$ cat src/rtl/plm_pkg.sv
package plm_pkg;
    localparam int PHY_AW    = 5;
    localparam int CLK_DIV_W = 6;
    localparam int IDX_W     = 4;
    localparam int DATA_W    = 32;

    localparam logic [IDX_W-1:0] IDX_CFG = 4'd8;
    localparam logic [IDX_W-1:0] IDX_ISR = 4'd9;
    localparam logic [IDX_W-1:0] IDX_IMR = 4'd10;

    typedef struct packed {
        logic [1:0] speed;
        logic       duplex;
        logic       link;
    } port_stat_t;

    typedef struct packed {
        logic                 enable;
        logic                 preamble;
        logic [CLK_DIV_W-1:0] clk_div;
        logic [PHY_AW-1:0]    hi;
        logic [PHY_AW-1:0]    lo;
    } poll_cfg_t;

    function automatic poll_cfg_t cfg_unpack(input logic [DATA_W-1:0] w);
        poll_cfg_t c;
        c.enable   = w[31];
        c.preamble = w[30];
        c.clk_div  = w[29:24];
        c.hi       = w[12:8];
        c.lo       = w[4:0];
        return c;
    endfunction

    function automatic logic [DATA_W-1:0] cfg_pack(input poll_cfg_t c);
        return {c.enable, c.preamble, c.clk_div, 11'b0, c.hi, 3'b0, c.lo};
    endfunction

    function automatic logic window_ok(input poll_cfg_t c);
        return c.enable && (c.lo <= c.hi);
    endfunction
endpackage

$ cat src/rtl/plm_poll_seq.sv
module plm_poll_seq
    import plm_pkg::*;
(
    input  logic              clk,
    input  logic              rst,
    input  poll_cfg_t         cfg,
    input  logic              ack,
    output logic              req,
    output logic [PHY_AW-1:0] addr
);
    logic [PHY_AW-1:0] nxt_q;
    logic              nxt_in_win;

    assign nxt_in_win = (nxt_q >= cfg.lo) && (nxt_q <= cfg.hi);

    always_ff @(posedge clk) begin
        if (rst) begin
            req   <= 1'b0;
            addr  <= '0;
            nxt_q <= '0;
        end else if (req) begin
            if (ack) begin
                req   <= 1'b0;
                nxt_q <= (addr >= cfg.hi) ? cfg.lo : addr + 1'b1;
            end
        end else if (window_ok(cfg)) begin
            req  <= 1'b1;
            addr <= nxt_in_win ? nxt_q : cfg.lo;
        end
    end
endmodule

$ cat src/rtl/plm_port_bank.sv
module plm_port_bank
    import plm_pkg::*;
#(
    parameter int NUM_PORTS = 7
) (
    input  logic                         clk,
    input  logic                         rst,
    input  logic                         upd_valid,
    input  logic [PHY_AW-1:0]            upd_addr,
    input  port_stat_t                   upd_stat,
    output port_stat_t [NUM_PORTS-1:0]   stat,
    output logic [NUM_PORTS-1:0]         change
);
    for (genvar p = 0; p < NUM_PORTS; p++) begin : g_port
        logic hit;
        assign hit       = upd_valid && (upd_addr == PHY_AW'(p));
        assign change[p] = hit && (upd_stat.link != stat[p].link);

        always_ff @(posedge clk) begin
            if (rst)      stat[p] <= '0;
            else if (hit) stat[p] <= upd_stat;
        end
    end
endmodule

$ cat src/rtl/plm_irq_ctrl.sv
module plm_irq_ctrl #(
    parameter int NUM_PORTS = 7
) (
    input  logic                 clk,
    input  logic                 rst,
    input  logic [NUM_PORTS-1:0] change,
    input  logic                 clr_we,
    input  logic [NUM_PORTS-1:0] clr_bits,
    input  logic                 mask_we,
    input  logic [NUM_PORTS-1:0] mask_bits,
    output logic [NUM_PORTS-1:0] isr,
    output logic [NUM_PORTS-1:0] imr,
    output logic                 irq
);
    logic [NUM_PORTS-1:0] clr_eff;
    assign clr_eff = clr_we ? clr_bits : '0;

    always_ff @(posedge clk) begin
        if (rst) begin
            isr <= '0;
            imr <= '1;
        end else begin
            isr <= (isr & ~clr_eff) | change;
            if (mask_we) imr <= mask_bits;
        end
    end

    assign irq = |(isr & ~imr);
endmodule

$ cat src/rtl/phy_link_monitor.sv
module phy_link_monitor
    import plm_pkg::*;
#(
    parameter int NUM_PORTS = 7,
    parameter int CPU_PORT  = 6
) (
    input  logic                 clk,
    input  logic                 rst,
    input  logic                 reg_wr_en,
    input  logic [3:0]           reg_wr_idx,
    input  logic [31:0]          reg_wr_data,
    input  logic [3:0]           reg_rd_idx,
    output logic [31:0]          reg_rd_data,
    output logic                 poll_req,
    output logic [4:0]           poll_addr,
    input  logic                 poll_ack,
    input  logic [3:0]           poll_stat,
    output logic                 poll_preamble,
    output logic [5:0]           poll_clk_div,
    output logic                 irq,
    output logic                 carrier_up
);
    localparam int STAT_W = $bits(port_stat_t);

    poll_cfg_t                  cfg_q;
    port_stat_t [NUM_PORTS-1:0] stat;
    logic [NUM_PORTS-1:0]       change;
    logic [NUM_PORTS-1:0]       isr_q;
    logic [NUM_PORTS-1:0]       imr_q;
    logic [NUM_PORTS-1:0]       link_vec;
    logic                       rsp_valid;

    always_ff @(posedge clk) begin
        if (rst)                                     cfg_q <= '0;
        else if (reg_wr_en && reg_wr_idx == IDX_CFG) cfg_q <= cfg_unpack(reg_wr_data);
    end

    assign poll_preamble = cfg_q.preamble;
    assign poll_clk_div  = cfg_q.clk_div;

    plm_poll_seq i_seq (
        .clk  (clk),
        .rst  (rst),
        .cfg  (cfg_q),
        .ack  (poll_ack),
        .req  (poll_req),
        .addr (poll_addr)
    );

    assign rsp_valid = poll_req && poll_ack;

    plm_port_bank #(.NUM_PORTS(NUM_PORTS)) i_bank (
        .clk       (clk),
        .rst       (rst),
        .upd_valid (rsp_valid),
        .upd_addr  (poll_addr),
        .upd_stat  (port_stat_t'(poll_stat)),
        .stat      (stat),
        .change    (change)
    );

    plm_irq_ctrl #(.NUM_PORTS(NUM_PORTS)) i_irq (
        .clk       (clk),
        .rst       (rst),
        .change    (change),
        .clr_we    (reg_wr_en && reg_wr_idx == IDX_ISR),
        .clr_bits  (reg_wr_data[NUM_PORTS-1:0]),
        .mask_we   (reg_wr_en && reg_wr_idx == IDX_IMR),
        .mask_bits (reg_wr_data[NUM_PORTS-1:0]),
        .isr       (isr_q),
        .imr       (imr_q),
        .irq       (irq)
    );

    for (genvar p = 0; p < NUM_PORTS; p++) begin : g_link
        if (p < CPU_PORT) begin : g_edge
            assign link_vec[p] = stat[p].link;
        end else begin : g_cpu
            assign link_vec[p] = 1'b0;
        end
    end
    assign carrier_up = |link_vec;

    always_comb begin
        reg_rd_data = '0;
        for (int p = 0; p < NUM_PORTS; p++) begin
            if (reg_rd_idx == IDX_W'(p)) reg_rd_data = {{(DATA_W-STAT_W){1'b0}}, stat[p]};
        end
        case (reg_rd_idx)
            IDX_CFG: reg_rd_data = cfg_pack(cfg_q);
            IDX_ISR: reg_rd_data = {{(DATA_W-NUM_PORTS){1'b0}}, isr_q};
            IDX_IMR: reg_rd_data = {{(DATA_W-NUM_PORTS){1'b0}}, imr_q};
            default: ;
        endcase
    end
endmodule

$ cat config.mk
export PLATFORM = sky130hd
export DESIGN_NAME = phy_link_monitor
export DESIGN_NICKNAME = d
export VERILOG_FILES = /design/src/rtl/plm_pkg.sv /design/src/rtl/plm_poll_seq.sv /design/src/rtl/plm_port_bank.sv /design/src/rtl/plm_irq_ctrl.sv /design/src/rtl/phy_link_monitor.sv
export SDC_FILE = /design/constraint.sdc
export NUM_CORES = 1
export LEC_CHECK = 0
export BUFFER_PORTS_ARGS = -buffer_cell sky130_fd_sc_hd__buf_4
export CAP_MARGIN = 20
export CORE_UTILIZATION = 59
export DETAILED_ROUTE_END_ITERATION = 16
export GPL_TIMING_DRIVEN = 1
export HOLD_SLACK_MARGIN = 0.02
export PLACE_DENSITY = 0.88
export SLEW_MARGIN = 0
export SYNTH_ARGS = -nofsm -noshare
export SYNTH_HDL_FRONTEND = slang
export SYNTH_SLANG_ARGS = --single-unit
export TNS_END_PERCENT = 10
$ cat constraint.sdc
create_clock -name clk -period 3.6 [get_ports clk]
set_clock_uncertainty 0.15 [all_clocks]
set_input_delay 0.36 -clock clk [delete_from_list [all_inputs] [get_ports clk]]
set_output_delay 0.36 -clock clk [all_outputs]
set_load 0.01 [all_outputs]
==> reports/results.tsv <==
stage	metric	value	unit
cts	# hold bufs at CTS	0	
timing	Setup Viol. Count Final	0	
timing	Hold Vio Cnt, Final	0	
setup_path	crit path DAT	1960	ps
synthesis	Yosys warning total	0	
timing	max-slew violation count	0	
pwr	Clk pwr share	40.9	%
floorplanning	num ports	95	
setup_path	worst endpoint required time	3090	ps
grt	total congestion overflow	0	
placement	quantity of I/O buffers inserted on ports	70	
pwr	Power Density	341	nW/µm²
synthesis	area share of the largest cell type after synthesis	34.6	%
routing	first-pass detailed-route iteration total	6	
pwr	worst vdd ir	0.000207	V
routing	routed len/inst	16.0	µm
grt	first-pass GRT wire length	17100	µm
layout	synth-to-layout area growth	15.1	%
synthesis	sequential fraction of the synthesis area	34.6	%
pwr	register share of total power	49.6	%
timing	RSZ-0062 raised after global routing	no	
setup_path	worst setup path class	in2out	
timing	Max Freq	0.406	GHz
grt	vias in the first global route	3644	
routing	WL final	10500	µm
cts	CTS Root Cell	clkbuf_8	
floorplanning	DIE WIDTH	85.5	µm
floorplanning	Core ar.	6760	µm²
grt	pin count of the biggest net entering global routing	73	
hold_path	Hold Path Class	in2reg	
cts	Num CTS Buffers	9	
cts	clock transition at the registers of the reported paths	80	ps
routing	Via density	6.08	
synthesis	leading area contributor after synthesis	dfxtp_1	
routing	Final ANT Viol Nets	0	
pwr	switching power	398	µW
synthesis	ys async rst share	0	%
pwr	Int Pwr	1210	µW
cts	clock tree buffer depth	2	
timing	worst-margin pin slew	870	ps
cts	clock sink total	71	
timing	setup_tns	0	ps
placement	Post-DP HPWL	7460	µm
timing	Max-slew headroom	41.9	%
layout	proportion of layout cells with a drive suffix above 1	17.6	%
setup_path	startpoint types	input port	
synthesis	Avg Inst Size Synth	7.90	µm²
floorplanning	std cell rows	30	
setup_path	peak fanout along the critical path	13	
routing	DR vias	3968	
floorplanning	die height	85.5	µm
routing	DRT iter0 DRCs	275	
layout	number of fill cells	538	
setup_path	Critical Path Sink Type	output pin	
outcome	outcome	completed	
cts	clk_lat worst skew	350	ps
layout	Finished Cell Area	4730	µm²
cts	CTS tree	done	
synthesis	Synth Cell Area	4110	µm²
routing	drt drc	0	
synthesis	Synth area leaders	dfxtp_1, nand2_1, ha_1	
pwr	Gate power share	9.6	%
layout	final net count	640	
timing	Final min period	2470	ps
placement	post-place instance area	4510	µm²
pwr	Net Sw Frac	24.7	%
grt	all-layer global routing usage	29.6	%
pwr	leakage power	0.00190	µW
layout	n_diodes	0	
layout	utilization after layout	70.0	%
grt	antenna violations before repair	0	
timing	fin crit share	68.5	%
cts	Post-CTS Resized	0	
placement	Placer Congestion	0.929	
floorplanning	Initial Util	60.8	%
layout	Reg area	1420	µm²
synthesis	Synth Instances	520	
synthesis	distinct cell type count after synthesis	53	
synthesis	Primary FF master, synth	dfxtp_1	
cts	post-CTS setup buffer count	0	
floorplanning	die area	7300	µm²
synthesis	number of synthesized flops with an enable pin	0	
cts	H-tree levels	3	
job	Max-cap violations	0	
synthesis	Yosys reg bits	71	
layout	Multi-input gate area	2360	µm²
[power by group through the flow]
stage               registers (µW)  clock network [µW]  logic (µW)
finish                         799                 659         154
global route                   799                 711         166
CTS                            798                 664         151
detailed placement             817                   0         151
global placement               816                   0         146
floorplan                      814                   0         105
[registers in the layout, summed over array words and instances, names as in the netlist]
name           flops
cfg_q             11
i_bank.stat       28
i_irq.imr          7
i_irq.isr          7
i_seq.addr         5
i_seq.nxt_q        5
i_seq.req          1
poll_clk_div       6
poll_preamble      1
[metrics by stage]
| step | hold WS, ps | instances | power, µW | worst slack [ps] |
|---|---|---|---|---|
| after global routing | 100 | 653 | 1680 | 1020 |
| after CTS | 102 | 652 | 1610 | 1130 |
| after detailed placement | 294 | 636 | 967 | 1140 |
| final | 106 | 653 | 1610 | 1130 |
| after global placement | 287 | 636 | 963 | 1180 |
| after floorplan | 281 | 531 | 920 | 1650 |
[cells in the mapped netlist, types with 2 or more instances]
master and number:
ha_1 24, nand3_1 43, buf_2 9, a211oi_1 3
a21o_1 2, clkbuf_1 13, nand2b_1 5, nor2_1 29
a22oi_1 2, a2bb2oi_1 6, nand3b_1 13, nand2_1 96
mux2i_1 16, dfxtp_1 71, a311oi_1 5, nor2b_1 4
o21ai_0 16, buf_6 2, buf_1 2, buf_4 22
xnor2_1 8, xor2_1 2, nor4_1 5, mux4_2 3
inv_1 21, and2_1 10, o22ai_1 4, a21oi_1 58
a31oi_1 2
[final cells by class]
type | count | share of cell area [%]
Clock buffer | 11 | 3.20
Tap cell | 80 | 2.12
Timing Repair Buffer | 74 | 11.8
Sequential cell | 71 | 30.1
Clock inverter | 5 | 1.19
Multi-Input combinational cell | 391 | 49.9
Inverter | 21 | 1.67
[cells by family after synthesis]
logic type                 count (synthesis)  synth area share [%]
other                                      1                0.0913
and+or+nand+nor                          217                  25.4
AOI/OAI and AO/OA                        108                  15.7
adders and majority gates                 24                  7.31
muxes                                     20                  5.82
DFF                                       71                  34.6
buffers and inverters                     69                  8.95
xor gates and xnor gates                  10                  2.13
[layout by cell type (no fill, tap or decap), types with 3 or more instances in the layout]
master     instances
a311oi_1           5
ha_1              24
and2_1            10
nand2_1           96
a21oi_1           58
conb_1            12
mux4_2             3
nor2_1            29
o22ai_1            4
nor4_1             5
buf_4             73
a211oi_1           3
nor2b_1            4
a2bb2oi_1          6
nand2b_1           5
xnor2_1            8
dfxtp_1           71
nand3b_1          13
clkbuf_8          11
nand3_1           43
mux2i_1           16
o21ai_0           16
inv_1             21
[layer usage]
layer,up-vias,GRT usage (%),wire length [µm]
li1,1871,-,-
met1,1879,37.3,4270
met2,180,49.0,5130
met3,38,4.67,725
met4,0,15.6,346
met5,-,0,0
[critical path, cell delays in order]
cell	delay [ps]
buf_4	160
nand2b_1	390
nor3_1	690
and2_1	230
buf_4	120
[path summary, 6_finish.rpt]
path / depth (start not counted) / slack [ps] / to / start
max: 5 / 1130 / reg_rd_data[24] / reg_rd_idx[2]
min: 3 / 110 / i_irq.imr[6]$_SDFFE_PP1P_ / reg_wr_data[6]
max reg2reg: 7 / 1440 / i_seq.addr[3]$_SDFFE_PP0P_ / cfg_q[2]$_SDFFE_PP0P_
min reg2reg: 2 / 300 / i_bank.stat[13]$_SDFFE_PP0P_ / i_bank.stat[13]$_SDFFE_PP0P_
Note: power is estimated with default switching activity, not from simulation.
